## src/rtl/adc_st_limit_check.sv

```systemverilog
module adc_st_limit_check #(
  parameter int DW       = 12,
  parameter int S_STEPS  = 3,
  parameter int RC_STEPS = 19,
  parameter int C_STEPS  = 17,
  parameter int SW       = 5
) (
  input  logic          clk,
  input  logic          rst_n,
  input  logic          cfg_we,
  input  logic [2:0]    cfg_sel,
  input  logic [31:0]   cfg_wdata,
  input  logic [2:0]    wd_en,
  input  logic          clr_we,
  input  logic [2:0]    clr_mask,
  input  logic          res_valid,
  input  logic [1:0]    res_alg,
  input  logic [SW-1:0] res_step,
  input  logic [DW-1:0] res_data,
  input  logic [DW-1:0] res_int,
  input  logic [DW-1:0] res_frac,
  output logic [2:0]    fail_flags,
  output logic          fault_out
);
  localparam int NREG   = 7;
  localparam int HI_LSB = 16;
  localparam logic [2:0] R_S0 = 3'd0, R_S1I = 3'd1, R_S1F = 3'd2, R_S2 = 3'd3,
                         R_RC = 3'd4, R_C0 = 3'd5, R_CN = 3'd6;

  logic [DW-1:0] hi_q [NREG];
  logic [DW-1:0] lo_q [NREG];

  for (genvar g = 0; g < NREG; g++) begin : g_lim
    always_ff @(posedge clk or negedge rst_n) begin
      if (!rst_n) begin
        hi_q[g] <= '1;
        lo_q[g] <= '0;
      end else if (cfg_we && cfg_sel == 3'(g)) begin
        hi_q[g] <= cfg_wdata[HI_LSB +: DW];
        lo_q[g] <= cfg_wdata[DW-1:0];
      end
    end
  end

  logic [2:0] idx;
  logic       step_ok;
  always_comb begin
    idx     = R_S0;
    step_ok = 1'b0;
    case (res_alg)
      2'd0: begin
        step_ok = res_step < SW'(S_STEPS);
        idx     = (res_step == SW'(2)) ? R_S2 : R_S0;
      end
      2'd1: begin
        step_ok = res_step < SW'(RC_STEPS);
        idx     = R_RC;
      end
      2'd2: begin
        step_ok = res_step < SW'(C_STEPS);
        idx     = (res_step == '0) ? R_C0 : R_CN;
      end
      default: ;
    endcase
  end

  wire is_s1 = (res_alg == 2'd0) && (res_step == SW'(1));

  wire single_bad = (res_data > hi_q[idx]) || (res_data < lo_q[idx]);

  wire s1_bad = (res_int > hi_q[R_S1I]) || (res_int < lo_q[R_S1I]) ||
                ((res_int == hi_q[R_S1I]) && (res_frac > hi_q[R_S1F])) ||
                ((res_int == lo_q[R_S1I]) && (res_frac < lo_q[R_S1F]));

  wire viol = res_valid && step_ok && (is_s1 ? s1_bad : single_bad);

  logic [2:0] hit;
  always_comb begin
    hit = '0;
    if (viol) begin
      case (res_alg)
        2'd0:    hit[0] = wd_en[0];
        2'd1:    hit[1] = wd_en[1];
        2'd2:    hit[2] = wd_en[2];
        default: ;
      endcase
    end
  end

  wire [2:0] clr_bits = clr_we ? clr_mask : 3'b000;

  always_ff @(posedge clk or negedge rst_n) begin
    if (!rst_n) fail_flags <= '0;
    else        fail_flags <= (fail_flags & ~clr_bits) | hit;
  end

  assign fault_out = |fail_flags;

  // a flag only rises after a result was presented
  assert_rise_needs_result_R8: assert property (@(posedge clk) disable iff (!rst_n)
    ((fail_flags & ~$past(fail_flags)) != 3'b000) |-> $past(res_valid));

  // a flag only falls after a clear write
  assert_sticky_R7: assert property (@(posedge clk) disable iff (!rst_n)
    (($past(fail_flags) & ~fail_flags) != 3'b000) |-> $past(clr_we));

  // disabled watchdogs raise nothing
  assert_s_disabled_R6: assert property (@(posedge clk) disable iff (!rst_n)
    (res_valid && res_alg == 2'd0 && !wd_en[0]) |=> !$rose(fail_flags[0]));
  assert_rc_disabled_R6: assert property (@(posedge clk) disable iff (!rst_n)
    (res_valid && res_alg == 2'd1 && !wd_en[1]) |=> !$rose(fail_flags[1]));
  assert_c_disabled_R6: assert property (@(posedge clk) disable iff (!rst_n)
    (res_valid && res_alg == 2'd2 && !wd_en[2]) |=> !$rose(fail_flags[2]));

  // an unknown algorithm leaves the flags alone
  assert_bad_alg_R9: assert property (@(posedge clk) disable iff (!rst_n)
    (res_valid && res_alg == 2'd3 && !clr_we) |=> (fail_flags == $past(fail_flags)));

endmodule

```

## config.mk

```make
export PLATFORM = sky130hd
export DESIGN_NAME = adc_st_limit_check
export DESIGN_NICKNAME = d
export VERILOG_FILES = /design/src/rtl/adc_st_limit_check.sv
export SDC_FILE = /design/constraint.sdc
export NUM_CORES = 1
export LEC_CHECK = 0
export BUFFER_PORTS_ARGS = -buffer_cell sky130_fd_sc_hd__buf_4
export CORE_ASPECT_RATIO = 1.1
export CORE_MARGIN = 2
export CORE_UTILIZATION = 55
export CTS_BUF_LIST = sky130_fd_sc_hd__clkbuf_4 sky130_fd_sc_hd__clkbuf_8
export CTS_CLUSTER_DIAMETER = 60
export DETAILED_ROUTE_END_ITERATION = 10
export PLACE_DENSITY = 0.79
export SLEW_MARGIN = 10
export SYNTH_ARGS = -nofsm -noshare
export SYNTH_HDL_FRONTEND = slang
export SYNTH_SLANG_ARGS = --single-unit
```

## constraint.sdc

```tcl
create_clock -name clk -period 3 [get_ports clk]
set_clock_uncertainty 0.15 [all_clocks]
set_input_delay 0.45 -clock clk [delete_from_list [all_inputs] [get_ports clk]]
set_output_delay 0.45 -clock clk [all_outputs]
set_load 0.01 [all_outputs]
```

* After elaboration in Yosys (flattened, before gate mapping) *
Cells that the tools add are included.

storage, ports and cells
  bits in registers = 171
  output and inout bits = 4
  word-level logic and storage cells = 77

operators by class
  magnitude comparators = 10
  equal/unequal tests = 12
  mux-type cells = 16
  bitwise logic cells = 4
  reduce and logical (&&, ||, !) cells = 20

operators with widths
  cell                number
  $bmux 12 s3         2
  $mux 12             4
  $gt 12x12->1        3
  $lt 12x12->1        3
  $eq 12x12->1        2
  $logic_and 1x1->1   12
  $lt 5x5->1 const B  2
  $eq 3x3->1 const B  3
  $pmux 3 s3          1
  $eq 3x2->1 const B  2
  $mux 3              2
  $eq 5x1->1 const B  1
  $eq 5x2->1 const B  1
  $logic_not 5->1     1
  $lt 5x2->1 const B  1
  $ge 4x4->1 const B  1
  $logic_or 1x1->1    4
  $mux 1              4
  $mux 2              2
  $not 3->4           1
  $and 3x3->3         1
  $eq 3x1->1 const B  1
  $logic_not 3->1     1
  $not 3->3           1
  6 further kinds     6

* Logic depth before layout (Yosys ltp) *
  word-level depth = 13
  depth in mapped cells = 19

* Worst setup path after synthesis *
Ideal clock, no wire load.

  kind = input-to-reg
  start point = input port res_step[3]
  end point = register fail_flags[0]
  arrival time = 3.520 ns
  data required time = 2.728 ns
  setup slack = -0.791 ns
  stages on the path = 17
  cells stage by stage = or4_4 or3_1 clkbuf_1 buf_6 buf_6 o211ai_2 o221ai_1 nor2_1 a21oi_1 ha_1 nor2b_1 o21a_1 o21a_1 o21a_1 o21ai_0 o211ai_2 a32o_1

between the ends
  longest elaborated chain between the ends = 13
  elaborated cells between the ends (all ways) = 26
  those cells by class = order compare: 5; eq/ne: 2; mux: 12; bitwise: 2; reduce/logical: 5

RTL lines
  what                                                  line    RTL
  start: declaration                                    18      input logic [SW-1:0] res_step,
  $eq 5x2->1 / $logic_not 5->1 (equally long branches)  53, 61
  $mux 2 (on tied branches)                             53, 61
  $pmux 3 s3                                            50      case (res_alg)
  $not 3->4 (implied by the code)                       69      wire single_bad = (res_data > hi_q[idx]) || (res_data < lo_q[idx]);
  $bmux 12 s3                                           69
  $mux 12 (implied by the code) (2 in series)           69
  $gt 12x12->1 / $lt 12x12->1 (equally long branches)   69
  $logic_or 1x1->1                                      69
  $mux 1                                                75      wire viol = res_valid && step_ok && (is_s1 ? s1_bad : single_bad);
  $logic_and 1x1->1 *                                   75
  $mux 3 *                                              80      if (viol) begin
  $or 3x3->3 *                                          94      else fail_flags <= (fail_flags & ~clr_bits) | hit;
  end signal: assignment                                94
  end: declaration                                      22      output logic [2:0] fail_flags,

Every way passes the cells marked *; elsewhere a longest branch is shown, timed or not. The select of a mux whose other input is x is not followed.
A chain may end at the register's enable or synchronous reset.

* Final worst setup path *
Ends and elaborated chain as after synthesis.

==> flow_metrics.env <==
export IMPL_endpoint_kind="register"
export IMPL_hold_start="cfg_wdata[22]"
export IMPL_globalRouteOverflowTotal=0
export IMPL_fin_crit_sh_pct=120
export IMPL_n_antenna_cell=0
export IMPL_core_um2=17100
export IMPL_drv_slew=0
export IMPL_postSynthCellCount=903
export IMPL_setup_violations=3
export IMPL_run_status="finished, violations left"
export IMPL_p_leak_nw=5.34
export IMPL_start_kind="input port"
export IMPL_clockRootBuffer="clkbuf_8"
export IMPL_layout_common_cells="buf_4 (143), mux2_2 (124), nand2_1 (118)"
export IMPL_gp_congestion=0.884
export IMPL_layout_cells_non_filler=1292
export IMPL_syn_cell_area_um2=9700
export IMPL_clock_path_buffers=2
export IMPL_ir_worst_vdd_v=0.000398
export IMPL_drv_cap=0
export IMPL_wire_per_inst_um=21.8
export IMPL_fmax_mhz=279
export IMPL_antenna_found_initial=0
export IMPL_cp_common_cell="buf_6"
export IMPL_clk_latency_ns=0.47
export IMPL_cts_clk_slew_worst_paths_ns=0.09
export IMPL_reg2reg_to="fail_flags[0]"
export IMPL_cts_tree="built"
export IMPL_r2r_start="hi_q[69]"
export IMPL_track_usage_pct=30.8
export IMPL_ys_ff_latch=171
export IMPL_yosysUniqueCellTypes=43
export IMPL_worstPathCellList="buf_6, or4_4, or3_4, buf_12, buf_6, o211ai_2, o221ai_2, nor2_1, a21oi_1, ha_2, nand4_1, nor3_2, nand3_1, o21ai_2, o211ai_4, a32o_1"
export IMPL_relSlewSlack_pct=52.9
export IMPL_tightest_slew_ns=0.706
export IMPL_synth_ff_type="dfrtp_1"
export IMPL_rsz0062_at_grt="true"
export IMPL_htreeDepth=4
export IMPL_drc=0
export IMPL_setup_slack_ns=-0.587
export IMPL_die_area_um2=18700
export IMPL_holdPathStages=3
export IMPL_worst_path_max_fanout=7
export IMPL_grt_pass1_wl_um=43100
export IMPL_powerDensity_nw_per_um2=571
export IMPL_io_pins=93
export IMPL_portBuffers=84
export IMPL_drtIter0Drc=749
export IMPL_cp_arrival_ns=3.80
export IMPL_hold_class="in -> reg"
export IMPL_critical_path_max_stage_delay_ns=0.54
export IMPL_whs_ns=0.0903
export IMPL_min_period_ns=3.59
export IMPL_path_class="in -> reg"
export IMPL_hold_path_endpoint="hi_q[54]"
export IMPL_layout_nets=1208
export IMPL_initial_core_util_pct=56.6
export IMPL_finalCoreUtilization_pct=69.1
export IMPL_dp_cells=1249
export IMPL_ant_nets=0
export IMPL_worst_path_max_delay_cell="or4_4"
export IMPL_dp_slack_ns=-1.10
export IMPL_dpl_cell_area_um2=11100
export IMPL_yosysWarnings=0
export IMPL_final_common_cell="buf_4"
export IMPL_required_ns=3.21
export IMPL_drt_vias_per_instance=6.10
export IMPL_die_h_um=143
export IMPL_area_growth_pct=22.1
export IMPL_dp_hpwl_um=19700
export IMPL_rows=50
export IMPL_r2r_slack_ns=0.13
export IMPL_die_width_um=131
export IMPL_drive_above_1_share_pct=44.2
export IMPL_reg2regPathDepth=13
export IMPL_hold_viol_final=0
export IMPL_postLayoutCellArea_um2=11800
export IMPL_cts_sink_count=171
export IMPL_drt_pass1_iter_count=7
export IMPL_drt_wl_total_um=28100
export IMPL_synth_seq_area_share_pct=45.2
export IMPL_cts_buffers=17
export IMPL_grt_max_degree=74
export IMPL_synth_edff_count=0
export IMPL_avgSynthCellArea_um2=10.7
export IMPL_grt_pass1_vias=8030
export IMPL_n_fill_cell=1277
export IMPL_vias=7880
export IMPL_synthArstFlopShare_pct=100
export IMPL_failed_checks="negative setup slack"
export IMPL_synth_nets=1066
## worst max-delay path: cells and delay by family
kind                     cells  cell delay, ns
adder cells (fa/ha/maj)      1            0.32
AO/OA/AOI/OAI                6            0.87
AND/OR/NAND/NOR              6            1.75
buffers and inverters        3            0.39
## timing repair
action,CTS,global route
hold endpoints to repair,44,0
endpoints found under the setup margin,3,3
setup buffers,6,1
hold buffers,1,0
cloned,4,1
resized for setup,23,38
pin swaps,12,30
## flip-flops by register name, indices dropped and copies added, names as in the netlist
| register | cells |
|---|---|
| fail_flags | 3 |
| lo_q | 84 |
| hi_q | 84 |
## synthesized netlist by cell type (4+ instances only)
cell	count	area share, %
mux2_2	124	14
nand2_1	120	4.6
dfrtp_1	87	22
dfstp_2	84	23
ha_1	74	9.5
o21ai_0	73	3.8
inv_1	51	2.0
a21oi_1	50	2.6
clkbuf_1	36	1.4
nor2_1	30	1.2
mux2i_1	24	2.5
o211ai_2	23	3.0
o221ai_1	21	1.9
nand2b_1	8	0.52
nand4b_1	8	0.72
nand4_1	7	0.45
nor2b_1	7	0.45
o211ai_1	6	0.46
and3_1	5	0.32
and4_1	5	0.45
buf_6	5	0.58
nand3_1	5	0.26
o21ai_1	5	0.26
a21o_1	4	0.31
nor3_1	4	0.21
nor4_1	4	0.26
## how the worst max path moves through the flow
stage                     start       endpoint  cells after the start
CTS                 res_step[3]  fail_flags[2]                     16
global route        res_step[3]  fail_flags[1]                     16
global placement    res_step[3]  fail_flags[0]                     16
floorplan           res_step[3]  fail_flags[0]                     17
detailed placement  res_step[3]  fail_flags[0]                     16
finish              res_step[3]  fail_flags[0]                     16
## cells by family (layout without fill, tap and decap cells)
group / after synthesis / after routing / synth area share [%]
buf+inv: 95 / 249 / 4.10
simple gates: 211 / 212 / 10.1
fa+ha+maj: 74 / 74 / 9.55
compound gates: 204 / 204 / 14.1
mux: 148 / 148 / 16.9
flops: 171 / 171 / 45.2
## layer usage
metal	vias up	track usage, %	share of wire, %
met5	-	0	0
met4	0	16.0	4.3
met2	320	50.0	49
li1	3547	-	-
met3	71	4.83	5.8
met1	3942	39.9	41
## final cells by class
cell class | instances | area (µm²) | share of cell area (%)
clock inverters | 15 | 108 | 0.909
well taps | 234 | 293 | 2.47
repair buffers | 166 | 1490 | 12.6
inverters | 51 | 191 | 1.62
flip-flops and latches | 171 | 4380 | 37.0
multi-input cells | 638 | 5140 | 43.4
clock buffers | 17 | 234 | 1.98
## through the flow
step                total power [mW]  setup TNS, ns
detailed placement              5.14          -3.27
global placement                5.04          -3.09
finish                          6.76          -1.73
global route                    7.11          -1.89
floorplan                       4.39          -2.16
CTS                             6.64          -1.42
## where the power goes
part	total, mW	leakage [nW]	switching, mW	internal (mW)
sequential	3.26	1.94	0.280	2.98
clock	1.49	0.173	0.856	0.636
combinational	2.02	3.23	1.05	0.968
total	6.76	5.34	2.18	4.58
Power figures use the tool's default switching activity.
